===== src/rtl/cdt_pkg.sv =====
package cdt_pkg;
    localparam int REG_AW = 2;
    localparam logic [REG_AW-1:0] A_CTRL = 2'd0;
    localparam logic [REG_AW-1:0] A_STAT = 2'd1;
    localparam logic [REG_AW-1:0] A_SRC  = 2'd2;

    localparam int B_EN  = 31;
    localparam int B_PER = 30;
    localparam int B_IRQ = 30;

    typedef enum logic [0:0] {
        ST_IDLE = 1'b0,
        ST_RUN  = 1'b1
    } cdt_state_e;
endpackage


===== src/rtl/cdt_tick_mux.sv =====
module cdt_tick_mux #(
    parameter int NSRC  = 4,
    parameter int SEL_W = 4
) (
    input  logic [NSRC-1:0]  tick_src,
    input  logic [SEL_W-1:0] sel,
    output logic             tick
);
    logic [NSRC-1:0] hit;

    genvar g;
    generate
        for (g = 0; g < NSRC; g++) begin : g_src
            assign hit[g] = tick_src[g] && (sel == SEL_W'(g));
        end
    endgenerate

    assign tick = |hit;
endmodule


===== src/rtl/cdt_regs.sv =====
module cdt_regs
    import cdt_pkg::*;
#(
    parameter int CNT_W = 28,
    parameter int SEL_W = 4
) (
    input  logic              clk,
    input  logic              rst_n,
    input  logic [REG_AW-1:0] bus_addr,
    input  logic              bus_we,
    input  logic [31:0]       bus_wdata,
    output logic [31:0]       bus_rdata,
    output logic              ctl_wr,
    output logic              clr_wr,
    output logic [SEL_W-1:0]  sel_q,
    input  logic              running,
    input  logic              per_q,
    input  logic [CNT_W-1:0]  preset_q,
    input  logic [CNT_W-1:0]  cnt_q,
    input  logic              irq_q
);
    assign ctl_wr = bus_we && (bus_addr == A_CTRL);
    assign clr_wr = bus_we && (bus_addr == A_STAT) && bus_wdata[B_IRQ];

    always_ff @(posedge clk) begin
        if (!rst_n) begin
            sel_q <= '0;
        end else if (bus_we && (bus_addr == A_SRC)) begin
            sel_q <= bus_wdata[SEL_W-1:0];
        end
    end

    always_comb begin
        bus_rdata = '0;
        unique case (bus_addr)
            A_CTRL: begin
                bus_rdata[B_EN]        = running;
                bus_rdata[B_PER]       = per_q;
                bus_rdata[CNT_W-1:0]   = preset_q;
            end
            A_STAT: begin
                bus_rdata[B_IRQ]       = irq_q;
                bus_rdata[CNT_W-1:0]   = cnt_q;
            end
            A_SRC:   bus_rdata[SEL_W-1:0] = sel_q;
            default: bus_rdata = '0;
        endcase
    end

    AST_SRC_HOLDS: assert property (@(posedge clk) disable iff (!rst_n)
        !(bus_we && bus_addr == A_SRC) |=> $stable(sel_q));
endmodule


===== src/rtl/cdt_core.sv =====
module cdt_core
    import cdt_pkg::*;
#(
    parameter int CNT_W = 28
) (
    input  logic             clk,
    input  logic             rst_n,
    input  logic             ctl_wr,
    input  logic [31:0]      wdata,
    input  logic             clr_wr,
    input  logic             tick,
    output logic             running,
    output logic             per_q,
    output logic [CNT_W-1:0] preset_q,
    output logic [CNT_W-1:0] cnt_q,
    output logic             irq_q,
    output logic             exp_q
);
    cdt_state_e state_q, state_d;
    logic       fire;

    assign fire = (state_q == ST_RUN) && tick && !ctl_wr && (cnt_q == '0);

    always_comb begin
        state_d = state_q;
        unique case (state_q)
            ST_IDLE: if (ctl_wr && wdata[B_EN]) state_d = ST_RUN;
            ST_RUN: begin
                if (ctl_wr)             state_d = wdata[B_EN] ? ST_RUN : ST_IDLE;
                else if (fire && !per_q) state_d = ST_IDLE;
            end
            default: state_d = ST_IDLE;
        endcase
    end

    always_ff @(posedge clk) begin
        if (!rst_n) state_q <= ST_IDLE;
        else        state_q <= state_d;
    end

    always_ff @(posedge clk) begin
        if (!rst_n) begin
            per_q    <= 1'b0;
            preset_q <= '0;
            cnt_q    <= '0;
            irq_q    <= 1'b0;
            exp_q    <= 1'b0;
        end else begin
            exp_q <= fire;
            if (ctl_wr) begin
                per_q    <= wdata[B_PER];
                preset_q <= wdata[CNT_W-1:0];
                if (wdata[B_EN]) cnt_q <= wdata[CNT_W-1:0];
            end else if (state_q == ST_RUN && tick) begin
                if (cnt_q == '0) begin
                    if (per_q) cnt_q <= preset_q;
                end else begin
                    cnt_q <= cnt_q - 1'b1;
                end
            end
            if (fire)        irq_q <= 1'b1;
            else if (clr_wr) irq_q <= 1'b0;
        end
    end

    assign running = (state_q == ST_RUN);

    AST_IRQ_WITH_EXPIRE: assert property (@(posedge clk) disable iff (!rst_n)
        exp_q |-> irq_q);
    AST_COUNT_BOUND: assert property (@(posedge clk) disable iff (!rst_n)
        running |-> cnt_q <= preset_q);
    AST_PERIODIC_RELOAD: assert property (@(posedge clk) disable iff (!rst_n)
        exp_q && per_q |-> running && cnt_q == preset_q);
    AST_ONESHOT_HALT: assert property (@(posedge clk) disable iff (!rst_n)
        exp_q && !per_q |-> !running && cnt_q == '0);
    AST_CLEAR_FLAG: assert property (@(posedge clk) disable iff (!rst_n)
        clr_wr && !fire |=> !irq_q);
    AST_STOP_WRITE: assert property (@(posedge clk) disable iff (!rst_n)
        ctl_wr && !wdata[B_EN] |=> !running && !exp_q);
    AST_REARM_LOAD: assert property (@(posedge clk) disable iff (!rst_n)
        ctl_wr && wdata[B_EN] |=> running && cnt_q == preset_q && !exp_q);
endmodule


===== src/rtl/cdt_channel.sv =====
module cdt_channel
    import cdt_pkg::*;
#(
    parameter int CNT_W = 28,
    parameter int NSRC  = 4,
    parameter int SEL_W = 4
) (
    input  logic              clk,
    input  logic              rst_n,
    input  logic [1:0]        bus_addr,
    input  logic              bus_we,
    input  logic [31:0]       bus_wdata,
    output logic [31:0]       bus_rdata,
    input  logic [NSRC-1:0]   tick_src,
    output logic              expire_o,
    output logic              irq_o
);
    logic             ctl_wr, clr_wr, tick, running, per_q, irq_q, exp_q;
    logic [SEL_W-1:0] sel_q;
    logic [CNT_W-1:0] preset_q, cnt_q;

    cdt_regs #(.CNT_W(CNT_W), .SEL_W(SEL_W)) u_regs (
        .clk(clk), .rst_n(rst_n), .bus_addr(bus_addr), .bus_we(bus_we),
        .bus_wdata(bus_wdata), .bus_rdata(bus_rdata), .ctl_wr(ctl_wr),
        .clr_wr(clr_wr), .sel_q(sel_q), .running(running), .per_q(per_q),
        .preset_q(preset_q), .cnt_q(cnt_q), .irq_q(irq_q)
    );

    cdt_tick_mux #(.NSRC(NSRC), .SEL_W(SEL_W)) u_mux (
        .tick_src(tick_src), .sel(sel_q), .tick(tick)
    );

    cdt_core #(.CNT_W(CNT_W)) u_core (
        .clk(clk), .rst_n(rst_n), .ctl_wr(ctl_wr), .wdata(bus_wdata),
        .clr_wr(clr_wr), .tick(tick), .running(running), .per_q(per_q),
        .preset_q(preset_q), .cnt_q(cnt_q), .irq_q(irq_q), .exp_q(exp_q)
    );

    assign expire_o = exp_q;
    assign irq_o    = irq_q;
endmodule


===== config.mk =====
export PLATFORM = sky130hd
export DESIGN_NAME = cdt_channel
export DESIGN_NICKNAME = d
export VERILOG_FILES = /design/src/rtl/cdt_pkg.sv /design/src/rtl/cdt_tick_mux.sv /design/src/rtl/cdt_regs.sv /design/src/rtl/cdt_core.sv /design/src/rtl/cdt_channel.sv
export SDC_FILE = /design/constraint.sdc
export NUM_CORES = 1
export LEC_CHECK = 0
export ABC_CLOCK_PERIOD_IN_PS = 5800
export BUFFER_PORTS_ARGS = -buffer_cell sky130_fd_sc_hd__buf_2
export CORE_MARGIN = 4
export CORE_UTILIZATION = 40
export DETAILED_ROUTE_END_ITERATION = 10
export PLACE_DENSITY = 0.65
export SLEW_MARGIN = 10
export SYNTH_ARGS = -nofsm -noshare
export SYNTH_HDL_FRONTEND = slang
export SYNTH_SLANG_ARGS = --single-unit

===== constraint.sdc =====
create_clock -name clk -period 5.8 [get_ports clk]
set_clock_uncertainty 0.2 [all_clocks]
set_input_delay 1.45 -clock clk [delete_from_list [all_inputs] [get_ports clk]]
set_output_delay 1.45 -clock clk [all_outputs]
set_load 0.01 [all_outputs]

==> results.md <==
* Status: finished, final reports clean
* Mux cell area share after synthesis at 0.08958
* Pwr dens at roughly 290 nW/um^2
* Compound-cell area share of the yosys netlist at 0.2144
* Fmax at around 0.23 GHz
* Setup crit end kind: primary output
* Last weighted congestion value of the routability-driven placer at roughly 0.86
* Worst setup margin at 1.375 ns
* Buffer count from post-CTS setup fixing at 0
* Dpl hpwl at ~7.5 mm
* Ys Warns at 0
* Reg area at between 1000 and 1500 sq um
* Gr ovfl total at 0
* Via count at 3,929
* Initial core utilization at 0.4183
* H-tree depth at 3
* Hold slack at between 0.2 and 0.3 ns
* Max Root-Sink Buffers at 2
* Worst setup path class: in2out
* Row cnt at 35
* Final core occ at 0.4775
* DR WL met2 at 5.113 mm
* Ant diodes at 0
* Final Max Tran Viols at 0
* Hold buffers post-CTS at 0
* XOR/XNOR Fraction of Synth Area at 0.02001
* Commonest non-fill, non-tap cell in the layout: nand2_1
* Slew headroom at 0.3432
* Vias per cell at about 5.7
* Post-synth top flop: dfxtp_1
* Synth area leader: dfxtp_1
* Core area at between 9000 and 10,000 sq um
* Met1 Routed Length at ~5.2 mm
* Multi-input gate area at ~2400 sq um
* Crit Path Max Fanout at 19
* Die H at roughly 110 microns
* Final Cycle Share at 0.7629
* Unrepaired setup endpoints after global routing: false
* MaxCap Viol Count at 0
* Worst-Skew Late Latency at about 0.34 ns
* Initial antenna violation count at 0
* Final wirelength at around 11 mm
* Cells after Synth at 511
* Root Buffer: clkbuf_8
* Crit path time final at about 4.4 ns
* Area Overhead vs Synth at 14.14%
* TNS Setup at 0 ns
* Place WS at 1.376 ns
* Top post-synthesis cells by area: dfxtp_1 (33%), mux2i_1 (8.4%), nand2_1 (7.8%)
* Initial DRC count at 177
* # setup viols final at 0
* Largest net degree at the start of global routing at 53
* Die width at roughly 110 microns
* Non-Filler Instances at 690
* Post-Synth Simple-Gate Area at 0.2865
* Wirelength per Cell at ~16 microns
* Post-synthesis cell area at 3939 sq um
* Number of gates resized after CTS at 0
* Most frequent cells in the layout: nand2_1 (82), nor2_1 (71), buf_2 (70)
* Final hold violation count at 0
* Final net count at approximately 600
* Vias in the first global route at about 3,600
* Post-synth EDFFs at 0
* Number of port buffers at 70
* Critical path arrival at ~2.8 ns
* Count of different cell masters after synthesis at roughly 60
* Post-Synth Adder-Cell Area at 0.006353
* I/O pins at 75
* Filler instances at around 960
* CP required at around 4.2 ns
* Die ar. at ~11,000 sq um
* Tot GR Track Use at 0.1941
* Drt pass-1 iters at 4
* Largest family of logic cells by synthesized area: simple AND/OR/NAND/NOR gates
* HP Class: reg2reg
* DR top layer: met4
* TritonCTS clock tree: yes
* CTS buffer count at 9
* DRC viols at 0
* Asr flop ratio synth at 0
* Clock sink total at 64
* Post-route ant nets at 0
* Post-synthesis sequential area ratio at 0.3253
* Global-route wire length before repair at approximately 18 mm
* Clk pin slew, worst setup/hold paths at around 0.07 ns
* Top cell type's share of synthesized area at 0.3253
* Peak VDD IR at about 130 uV
* Met3 wire length at about 600 microns
* Crit start category: input pin
* Synth Register Bits at 64
* Share of cells above drive strength 1 at 0.1925
* Worst-Margin Slew at slightly below 1 ns
* Synth Area per Inst at just under 8 sq um
* Pleak at approximately 1.9 nW
* Dpl cells at about 670
[cell families after synthesis]
logic type | after synthesis
buf+inv | 47
mux | 34
compound gates | 124
fa+ha+maj | 2
simple gates | 230
flops | 64
xor+xnor | 9
other cells | 1
[area by class of cell]
type / count / area share
Timing Repair Buffer: 76 / 0.08795
Tap cell: 129 / 0.03590
Sequential cell: 64 / 0.2850
Inverter: 4 / 0.003340
Clock buffer: 13 / 0.03535
Multi-Input combinational cell: 401 / 0.5436
Clock inverter: 3 / 0.008906
[cells in the mapped netlist (5+ instances only)]
cell type,n
o21ai_0,16
buf_2,11
nor3_1,20
nand3_1,10
o211ai_1,10
o22ai_1,6
a31oi_1,7
a21oi_1,38
nand2_1,82
buf_1,5
dfxtp_1,64
mux2i_1,33
o311a_1,7
o31ai_1,5
nor4_1,9
nor2_1,71
clkbuf_1,21
a211o_1,7
xnor2_1,6
a211oi_1,8
[power breakdown]
| group | switching, mW | internal, mW | leakage (nW) | total [mW] |
|---|---|---|---|---|
| combinational | 0.252 | 0.163 | 1.30 | 0.415 |
| clock | 0.171 | 0.221 | 0.103 | 0.392 |
| sequential | 0.0269 | 0.458 | 0.520 | 0.485 |
| total | 0.449 | 0.843 | 1.92 | 1.29 |
[layer usage]
| metal | up-vias | GRT usage |
|---|---|---|
| met5 | - | 0 |
| met4 | 0 | 0.06301 |
| met3 | 15 | 0.03612 |
| met2 | 122 | 0.3065 |
| met1 | 1852 | 0.2664 |
| li1 | 1940 | - |
[worst max-delay path, stage by stage]
cell and delay (ns):
buf_2 0.42, buf_4 0.40, mux2i_1 0.26, nor2_1 0.06
buf_2 0.17
[worst paths after layout]
check	from	endpoint	slack [ns]	depth (start not counted)
hold reg to reg	u_core.preset_q[7]	u_core.preset_q[7]	0.27	2
setup reg to reg	u_core.cnt_q[23]	u_core.cnt_q[8]	2.85	6
hold / removal	u_core.preset_q[7]	u_core.preset_q[7]	0.27	2
setup / recovery	bus_addr[0]	bus_rdata[14]	1.38	5
[per-stage QoR]
step	cell area (sq um)	total power [mW]
after global routing	4496	1.370
after CTS	4496	1.297
after floorplan	3943	0.8224
after global placement	4297	0.8989
final	4496	1.292
after detailed placement	4297	0.9038
[flip-flops by register name, summed over array words and instances (netlist names)]
| signal | cells |
|---|---|
| u_core.cnt_q | 28 |
| u_core.exp_q | 1 |
| u_core.irq_q | 1 |
| u_core.per_q | 1 |
| u_core.preset_q | 28 |
| u_core.running | 1 |
| u_regs.sel_q | 4 |
Note: power is estimated with default switching activity, not from simulation.
